## src/rtl/ps2rx_pkg.sv

```systemverilog
package ps2rx_pkg;
  typedef enum logic [1:0] {
    RX_IDLE  = 2'd0,
    RX_SHIFT = 2'd1,
    RX_HOLD  = 2'd2
  } rx_state_e;

  localparam int unsigned LINES = 2;
  localparam int unsigned LINE_CLK = 0;
  localparam int unsigned LINE_DAT = 1;
endpackage

```

## src/rtl/ps2rx_sync.sv

```systemverilog
module ps2rx_sync #(
  parameter int unsigned STAGES = 2
) (
  input  logic                           clk,
  input  logic                           rst_n,
  input  logic [ps2rx_pkg::LINES-1:0]    raw_i,
  output logic [ps2rx_pkg::LINES-1:0]    sync_o
);
  for (genvar g = 0; g < ps2rx_pkg::LINES; g++) begin : g_line
    logic [STAGES-1:0] pipe;
    always_ff @(posedge clk or negedge rst_n) begin
      if (!rst_n) pipe <= '1;
      else        pipe <= {pipe[STAGES-2:0], raw_i[g]};
    end
    assign sync_o[g] = pipe[STAGES-1];
  end
endmodule

```

## src/rtl/ps2rx_wdog.sv

```systemverilog
module ps2rx_wdog #(
  parameter int unsigned LIMIT = 200000
) (
  input  logic clk,
  input  logic rst_n,
  input  logic run_i,
  input  logic kick_i,
  output logic fire_o
);
  localparam int unsigned CW = $clog2(LIMIT + 1);
  logic [CW-1:0] cnt;

  always_ff @(posedge clk or negedge rst_n) begin
    if (!rst_n)                  cnt <= '0;
    else if (!run_i || kick_i)   cnt <= '0;
    else if (cnt != CW'(LIMIT))  cnt <= cnt + CW'(1);
  end

  assign fire_o = run_i && !kick_i && (cnt == CW'(LIMIT - 1));
endmodule

```

## src/rtl/ps2rx_frame.sv

```systemverilog
module ps2rx_frame
  import ps2rx_pkg::*;
#(
  parameter int unsigned DATA_W = 8
) (
  input  logic              clk,
  input  logic              rst_n,
  input  logic              fall_i,
  input  logic              dat_i,
  input  logic              abort_i,
  input  logic              ready_i,
  output logic [DATA_W-1:0] byte_o,
  output logic              valid_o,
  output logic              par_err_o,
  output logic              stop_err_o,
  output logic              hold_o,
  output logic              busy_o
);
  localparam int unsigned CNT_W = $clog2(DATA_W + 2);

  function automatic logic parity_good(input logic [DATA_W-1:0] d, input logic p);
    return (^d) ^ p;
  endfunction

  rx_state_e         state;
  logic [CNT_W-1:0]  bit_cnt;
  logic [DATA_W-1:0] shreg;
  logic              par_bit;

  always_ff @(posedge clk or negedge rst_n) begin
    if (!rst_n) begin
      state      <= RX_IDLE;
      bit_cnt    <= '0;
      shreg      <= '0;
      par_bit    <= 1'b0;
      byte_o     <= '0;
      valid_o    <= 1'b0;
      par_err_o  <= 1'b0;
      stop_err_o <= 1'b0;
    end else begin
      valid_o <= 1'b0;
      if (abort_i) begin
        state   <= RX_IDLE;
        bit_cnt <= '0;
      end else begin
        unique case (state)
          RX_IDLE: begin
            if (fall_i && !dat_i) begin
              state   <= RX_SHIFT;
              bit_cnt <= '0;
            end
          end
          RX_SHIFT: begin
            if (fall_i) begin
              if (bit_cnt < CNT_W'(DATA_W)) begin
                shreg   <= {dat_i, shreg[DATA_W-1:1]};
                bit_cnt <= bit_cnt + CNT_W'(1);
              end else if (bit_cnt == CNT_W'(DATA_W)) begin
                par_bit <= dat_i;
                bit_cnt <= bit_cnt + CNT_W'(1);
              end else begin
                byte_o     <= shreg;
                valid_o    <= 1'b1;
                par_err_o  <= !parity_good(shreg, par_bit);
                stop_err_o <= !dat_i;
                state      <= RX_HOLD;
                bit_cnt    <= '0;
              end
            end
          end
          RX_HOLD: begin
            if (ready_i) state <= RX_IDLE;
          end
          default: state <= RX_IDLE;
        endcase
      end
    end
  end

  assign hold_o = (state == RX_HOLD);
  assign busy_o = (state == RX_SHIFT);
endmodule

```

## src/rtl/ps2rx_top.sv

```systemverilog
module ps2rx_top #(
  parameter int unsigned DATA_W      = 8,
  parameter int unsigned SYNC_STAGES = 2,
  parameter int unsigned TIMEOUT_CYC = 200000
) (
  input  logic              clk,
  input  logic              rst_n,
  input  logic              ps2_clk_i,
  input  logic              ps2_dat_i,
  input  logic              tx_active_i,
  input  logic              rx_ready_i,
  output logic              ps2_clk_hold_o,
  output logic [DATA_W-1:0] rx_data_o,
  output logic              rx_valid_o,
  output logic              rx_par_err_o,
  output logic              rx_stop_err_o
);
  import ps2rx_pkg::*;

  logic [LINES-1:0] line_s;
  logic             clk_prev;
  logic             fall_edge;
  logic             timeout_fire;
  logic             frame_busy;
  logic             frame_abort;

  ps2rx_sync #(.STAGES(SYNC_STAGES)) sync_i (
    .clk    (clk),
    .rst_n  (rst_n),
    .raw_i  ({ps2_dat_i, ps2_clk_i}),
    .sync_o (line_s)
  );

  always_ff @(posedge clk or negedge rst_n) begin
    if (!rst_n) clk_prev <= 1'b1;
    else        clk_prev <= line_s[LINE_CLK];
  end

  assign fall_edge   = clk_prev && !line_s[LINE_CLK];
  assign frame_abort = tx_active_i || timeout_fire;

  ps2rx_wdog #(.LIMIT(TIMEOUT_CYC)) wdog_i (
    .clk    (clk),
    .rst_n  (rst_n),
    .run_i  (frame_busy),
    .kick_i (fall_edge),
    .fire_o (timeout_fire)
  );

  ps2rx_frame #(.DATA_W(DATA_W)) frame_i (
    .clk        (clk),
    .rst_n      (rst_n),
    .fall_i     (fall_edge),
    .dat_i      (line_s[LINE_DAT]),
    .abort_i    (frame_abort),
    .ready_i    (rx_ready_i),
    .byte_o     (rx_data_o),
    .valid_o    (rx_valid_o),
    .par_err_o  (rx_par_err_o),
    .stop_err_o (rx_stop_err_o),
    .hold_o     (ps2_clk_hold_o),
    .busy_o     (frame_busy)
  );
endmodule

```

## config.mk

```make
export PLATFORM = sky130hd
export DESIGN_NAME = ps2rx_top
export DESIGN_NICKNAME = d
export VERILOG_FILES = /design/src/rtl/ps2rx_pkg.sv /design/src/rtl/ps2rx_sync.sv /design/src/rtl/ps2rx_wdog.sv /design/src/rtl/ps2rx_frame.sv /design/src/rtl/ps2rx_top.sv
export SDC_FILE = /design/constraint.sdc
export NUM_CORES = 1
export LEC_CHECK = 0
export BUFFER_PORTS_ARGS = -buffer_cell sky130_fd_sc_hd__buf_2
export CAP_MARGIN = 20
export CORE_MARGIN = 2
export CORE_UTILIZATION = 50
export DETAILED_ROUTE_END_ITERATION = 8
export GPL_ROUTABILITY_DRIVEN = 0
export PLACE_DENSITY = 0.71
export SETUP_SLACK_MARGIN = 0.1
export SYNTH_ARGS = -nofsm -noshare
export SYNTH_HDL_FRONTEND = slang
export SYNTH_HIERARCHICAL = 1
export SYNTH_SLANG_ARGS = --single-unit
```

## constraint.sdc

```tcl
create_clock -name clk -period 2.72 [get_ports clk]
set_input_delay 0.136 -clock clk [delete_from_list [all_inputs] [get_ports clk]]
set_output_delay 0.136 -clock clk [all_outputs]
set_load 0.05 [all_outputs]
```

Word level (Yosys, flattened, before mapping)
Cells that the tools add are included.

Register bits after elaboration: 49. Output and inout port bits: 12. Logic and storage cells: 69.

Add/subtract/negate cells: 2. Magnitude comparators: 1. Equality and inequality tests: 10. Mux-type cells: 20. Bitwise operators: 4. Reduce and logical (&&, ||, !) cells: 20.

Operators by type and width (count): $mux W18 (2); $mux W4 (5); $add A18 B1 Y18 const B (1); $eq A18 B18 Y1 const B (1); $ne A18 B18 Y1 const B (1); $reduce_and A5 Y1 (3); $mux W2 (6); $ne A3 B3 Y1 const B (3); $pmux W4 S2 (1); $reduce_xor A8 Y1 (1); $ne A3 B2 Y1 const B (2); $pmux W2 S3 (1); $logic_not A1 Y1 (5); $mux W1 (5); $add A4 B1 Y4 const B (1); $eq A4 B4 Y1 const B (1); $logic_and A1 B1 Y1 (4); $lt A4 B4 Y1 const B (1); $reduce_and A4 Y1 (1); $not A1 Y1 (3); $reduce_and A3 Y1 (1); $reduce_bool A3 Y1 (1); $eq A2 B1 Y1 const B (1); $eq A2 B2 Y1 const B (1); 4 further kinds (5).

Depth between registers and ports, before layout
Depth after elaboration: 8. Depth in mapped cells: 11.

Cells and area by module
Netlist, hierarchy kept.

Modules (own cells, without submodules): ps2rx_frame (times used 1, cells an instance 91, area an instance 1222.4 µm², seq. area each 650.6 µm²); ps2rx_wdog (times used 1, cells an instance 105, area an instance 983.4 µm², seq. area each 450.4 µm²); ps2rx_sync (times used 1, cells an instance 6, area an instance 120.1 µm², seq. area each 105.1 µm²); ps2rx_top (times used 1, cells an instance 3, area an instance 38.8 µm², seq. area each 26.3 µm²).

Least setup slack after synthesis
Ideal clock, no wire load.

Path type: reg-to-reg. Start: reg clk_prev. End: reg frame_i.shreg[0]. Library setup time: 0.125 ns. Arrival: 2.658 ns. Required time: 2.595 ns. Path slack: -0.063 ns. Cell stages (with the launch flop): 10. Clock period less this slack: 2.783 ns. Path through: dfstp_2 -> nor2b_1 -> nand2b_1 -> clkbuf_1 -> nor4_1 -> or2_1 -> nor3b_4 -> and3_1 -> buf_4 -> mux2_2.

Cells in the longest elaborated chain, start to end: 7.

RTL lines: start: declaration (RTL line ps2rx_top.sv:21) `logic clk_prev;`; start signal: assignment (RTL line ps2rx_top.sv:36) `else clk_prev <= line_s[LINE_CLK];`; $logic_and A1 B1 Y1 (RTL line ps2rx_top.sv:39) `assign fall_edge = clk_prev && !line_s[LINE_CLK];`; via fall_edge (RTL line ps2rx_top.sv:22) `logic fall_edge;`; $logic_not A1 Y1 (RTL line ps2rx_wdog.sv:19) `assign fire_o = run_i && !kick_i && (cnt == CW'(LIMIT - 1));`; $logic_and A1 B1 Y1 (2 in a row) (RTL line ps2rx_wdog.sv:19); via timeout_fire (RTL line ps2rx_top.sv:23) `logic timeout_fire;`; $logic_or A1 B1 Y1 (RTL line ps2rx_top.sv:40) `assign frame_abort = tx_active_i || timeout_fire;`; via frame_abort (RTL line ps2rx_top.sv:25) `logic frame_abort;`; $not A1 Y1 (no source line); $reduce_and A4 Y1 (no source line); end signal: assignment (RTL line ps2rx_frame.sv:56) `shreg <= {dat_i, shreg[DATA_W-1:1]};`; end: declaration (RTL line ps2rx_frame.sv:27) `logic [DATA_W-1:0] shreg;`.

The timed path passes the listed nets, and every way through them passes these cells. A chain may end at the register's enable or synchronous reset.

Worst setup path after layout
Start: reg clk_prev. End: reg frame_i.shreg[4].

The elaborated chain is that of the path after synthesis.

==> impl_metrics.yaml <==
setup_path:
  crit_family: "simple AND/OR/NAND/NOR gates"
  startpoint: "clk_prev"
  rr_endpoint: "frame_i/shreg[4]"
  endpoint: "frame_i/shreg[4]"
  ff2ff_path_depth: 7
  cp.buffers_inverters: 0
  arrival_ns: 2.64
  path_depth: 7
  slowest_delay_ns: 0.52
  r2r-start: "clk_prev"
  worstPathRequired_ns: 2.91
  rrSetupSlack_ns: 0.28
  path_class: "register to register"
  cp_max_fo: 8
  worstPathCellList: "nor2b_4, nand2b_1, nor4_1, or2_1, nor3b_4, and3_2, mux2_2"
  cp-end-kind: "register"
  critPathLaunchType: "register"
  crit_path_top_delay_cell: "dfstp_2"
timing:
  fin_crit_ns: 2.44
  period_share_pct: 89.8
  tns_ns: 0
  rsz0062_at_grt: "false"
  setup_ws_ns: 0.277
  tightest_slew_ns: 0.421
  skew_ns: 0.00431
  slew_viol_final: 0
  fmax_ghz: 0.409
  hold_viol: 0
  relSlewSlack_pct: 71.6
  finalSetupViolations: 0
floorplanning:
  die_w_um: 72.8
  start_util_pct: 51.1
  ios: 18
  die_h_um: 72.8
  die-area_mm2: 0.00530
  core.rowCount: 25
  coreArea_mm2: 0.00463
grt:
  grt_pass1_vias: 1485
  grt_max_degree: 49
  grt_pass1_wl_um: 6910
  antenna_found_initial: 0
  grt_usage_pct: 16.7
  grt.overflow.total: 0
synth:
  yosysMostFrequentCell: "dfrtp_1"
  synth_cell_types: 45
  synth.avg_cell_area_um2: 11.5
  ys_seq_elements: 49
  yosys_warnings: 6
  synthTopCellsByArea: "dfrtp_1 (47%), mux2_2 (6.7%), dfstp_2 (5.6%), xor2_1 (4.4%), nor2_1 (2.7%)"
  synth_commonest_cells: "dfrtp_1 (44), nor2_1 (17), mux2_2 (14)"
  async_flop_share_pct: 100
  synth_flop_cell: "dfrtp_1"
  syn-num-nets: 215
  syn_area_mm2: 0.00236
  ys_seq_area_share_pct: 52.1
  synth_top_area_share_pct: 46.6
  yosysTopAreaCell: "dfrtp_1"
  syn_inst: 205
  synth_edf_count: 0
worst_hold_path:
  min_path_type: "input pin to register"
  hold_depth: 2
layout:
  final_core_util_pct: 57.2
  num_antenna_cells: 0
  nFillCells: 396
  nets: 238
  drive_gt1_share_pct: 26.6
  area_growth_pct: 11.9
power:
  powerDensity_mw_per_mm2: 549
  p_leak_uw: 0.00127
  ir_drop_mv: 0.337
cts:
  cts_tree: "built"
  cts_made_buffers: 5
  cts.sinks: 49
  clock_path_buffers: 2
  clk_pin_slew_ns: 0.09
  clkLatencyLatePin_ns: 0.30
  cts_root_buf: "clkbuf_8"
  cts_htree_levels: 2
detailed_routing:
  drcViolationCount: 0
  wire_per_inst_um: 13.7
  drtIter0Drc: 83
  dr.pass1.iters: 4
  vias_per_cell: 5.41
  ant_nets: 0
  via_count: 1531
  routed_wl_um: 3860
flow_run:
  cap_viol_max_count: 0
place:
  numPortBuffers: 17
  hpwl_um: 2600
  place_ws_ns: 0.181
outcome:
  status: "finished, final reports clean"
-- placed cells by master, fill, tap and decap left out, types with 6 or more instances in the layout --
cell type,count
nand4_1,7
nor2_1,17
mux2_2,14
nand3_1,9
inv_1,7
xor2_1,12
nand2_1,8
dfrtp_1,44
o21ai_0,6
buf_2,17
-- layout make-up --
class	count	area [µm²]	share of cell area [%]
Sequential cell	49	1230	46.6
Multi-Input combinational cell	139	1050	39.8
Timing Repair Buffer	26	173	6.52
Clock buffer	5	68.8	2.60
Tap cell	54	67.6	2.55
Inverter	7	26.3	0.993
Clock inverter	3	25.0	0.946
-- how the worst min path moves through the flow --
stage | to | from | slack (ns)
6_report | frame_i/state[1] | rx_ready_i | 0.02
5_1_grt | frame_i/state[1] | rx_ready_i | 0.007
4_1_cts | frame_i/state[1] | rx_ready_i | 0.006
3_5_place_dp | sync_i/g_line[1].pipe[0] | ps2_dat_i | 0.24
3_3_place_gp | sync_i/g_line[1].pipe[0] | ps2_dat_i | 0.24
2_1_floorplan | frame_i/bit_cnt[0] | rst_n | -0.16
-- repair_timing --
| item | CTS | global route |
|---|---|---|
| hold buffers | 2 | 1 |
| endpoints found under the setup margin | 0 | 8 |
| resized for setup | 0 | 1 |
| hold endpoints to repair | 2 | 9 |
| buffers inserted | 0 | 0 |
-- report_power, final --
group / total [µW] / internal, µW / switching (µW) / leakage [µW]
logic: 204 / 116 / 88.6 / 0.000566
registers: 806 / 765 / 40.4 / 0.000662
clock network: 444 / 188 / 256 / 0.0000452
total: 1450 / 1070 / 385 / 0.00127
-- logic make-up after synthesis --
kind of cell,synth area share (%)
multiplexers,9.63
buffers and inverters,3.70
AO/OA/AOI/OAI,6.83
adder cells (fa/ha/maj),2.12
XOR/XNOR,7.25
AND/OR/NAND/NOR,18.4
flip-flops,52.1
-- routing by layer --
layer | wire length (µm) | GRT usage, % | vias up | share of wire, %
met5 | 0 | 0 | - | 0
met4 | 66 | 6.58 | 0 | 1.7
met3 | 126 | 4.28 | 5 | 3.3
met2 | 1790 | 24.8 | 28 | 46
met1 | 1880 | 23.3 | 731 | 49
li1 | - | - | 767 | -
-- stage by stage --
| step | instance area [µm²] | std cells | hold slack (ns) | power (µW) |
|---|---|---|---|---|
| 2_1_floorplan | 2370 | 205 | -0.160 | 969 |
| 3_3_place_gp | 2500 | 271 | 0.241 | 1020 |
| 3_5_place_dp | 2500 | 271 | 0.243 | 1020 |
| 4_1_cts | 2620 | 281 | 0.00564 | 1480 |
| 6_report | 2650 | 283 | 0.0219 | 1450 |
| 5_1_grt | 2650 | 283 | 0.00730 | 1540 |
-- worst reg2reg max path, cell delays in order (launching register included) --
cell and delay, ns:
dfstp_2 0.52, nor2b_4 0.25, nand2b_1 0.16, nor4_1 0.04, or2_1 0.31, nor3b_4 0.33
and3_2 0.35, mux2_2 0.36
-- registers in the layout (all words and copies together), names as in the netlist --
name and count:
wdog_i/cnt 18, frame_i/byte_o 8, frame_i/shreg 8, frame_i/bit_cnt 4
sync_i/g_line.pipe 4, frame_i/state 2, clk_prev 1, frame_i/par_bit 1
frame_i/par_err_o 1, frame_i/stop_err_o 1, frame_i/valid_o 1
Note: power is estimated with default switching activity, not from simulation.
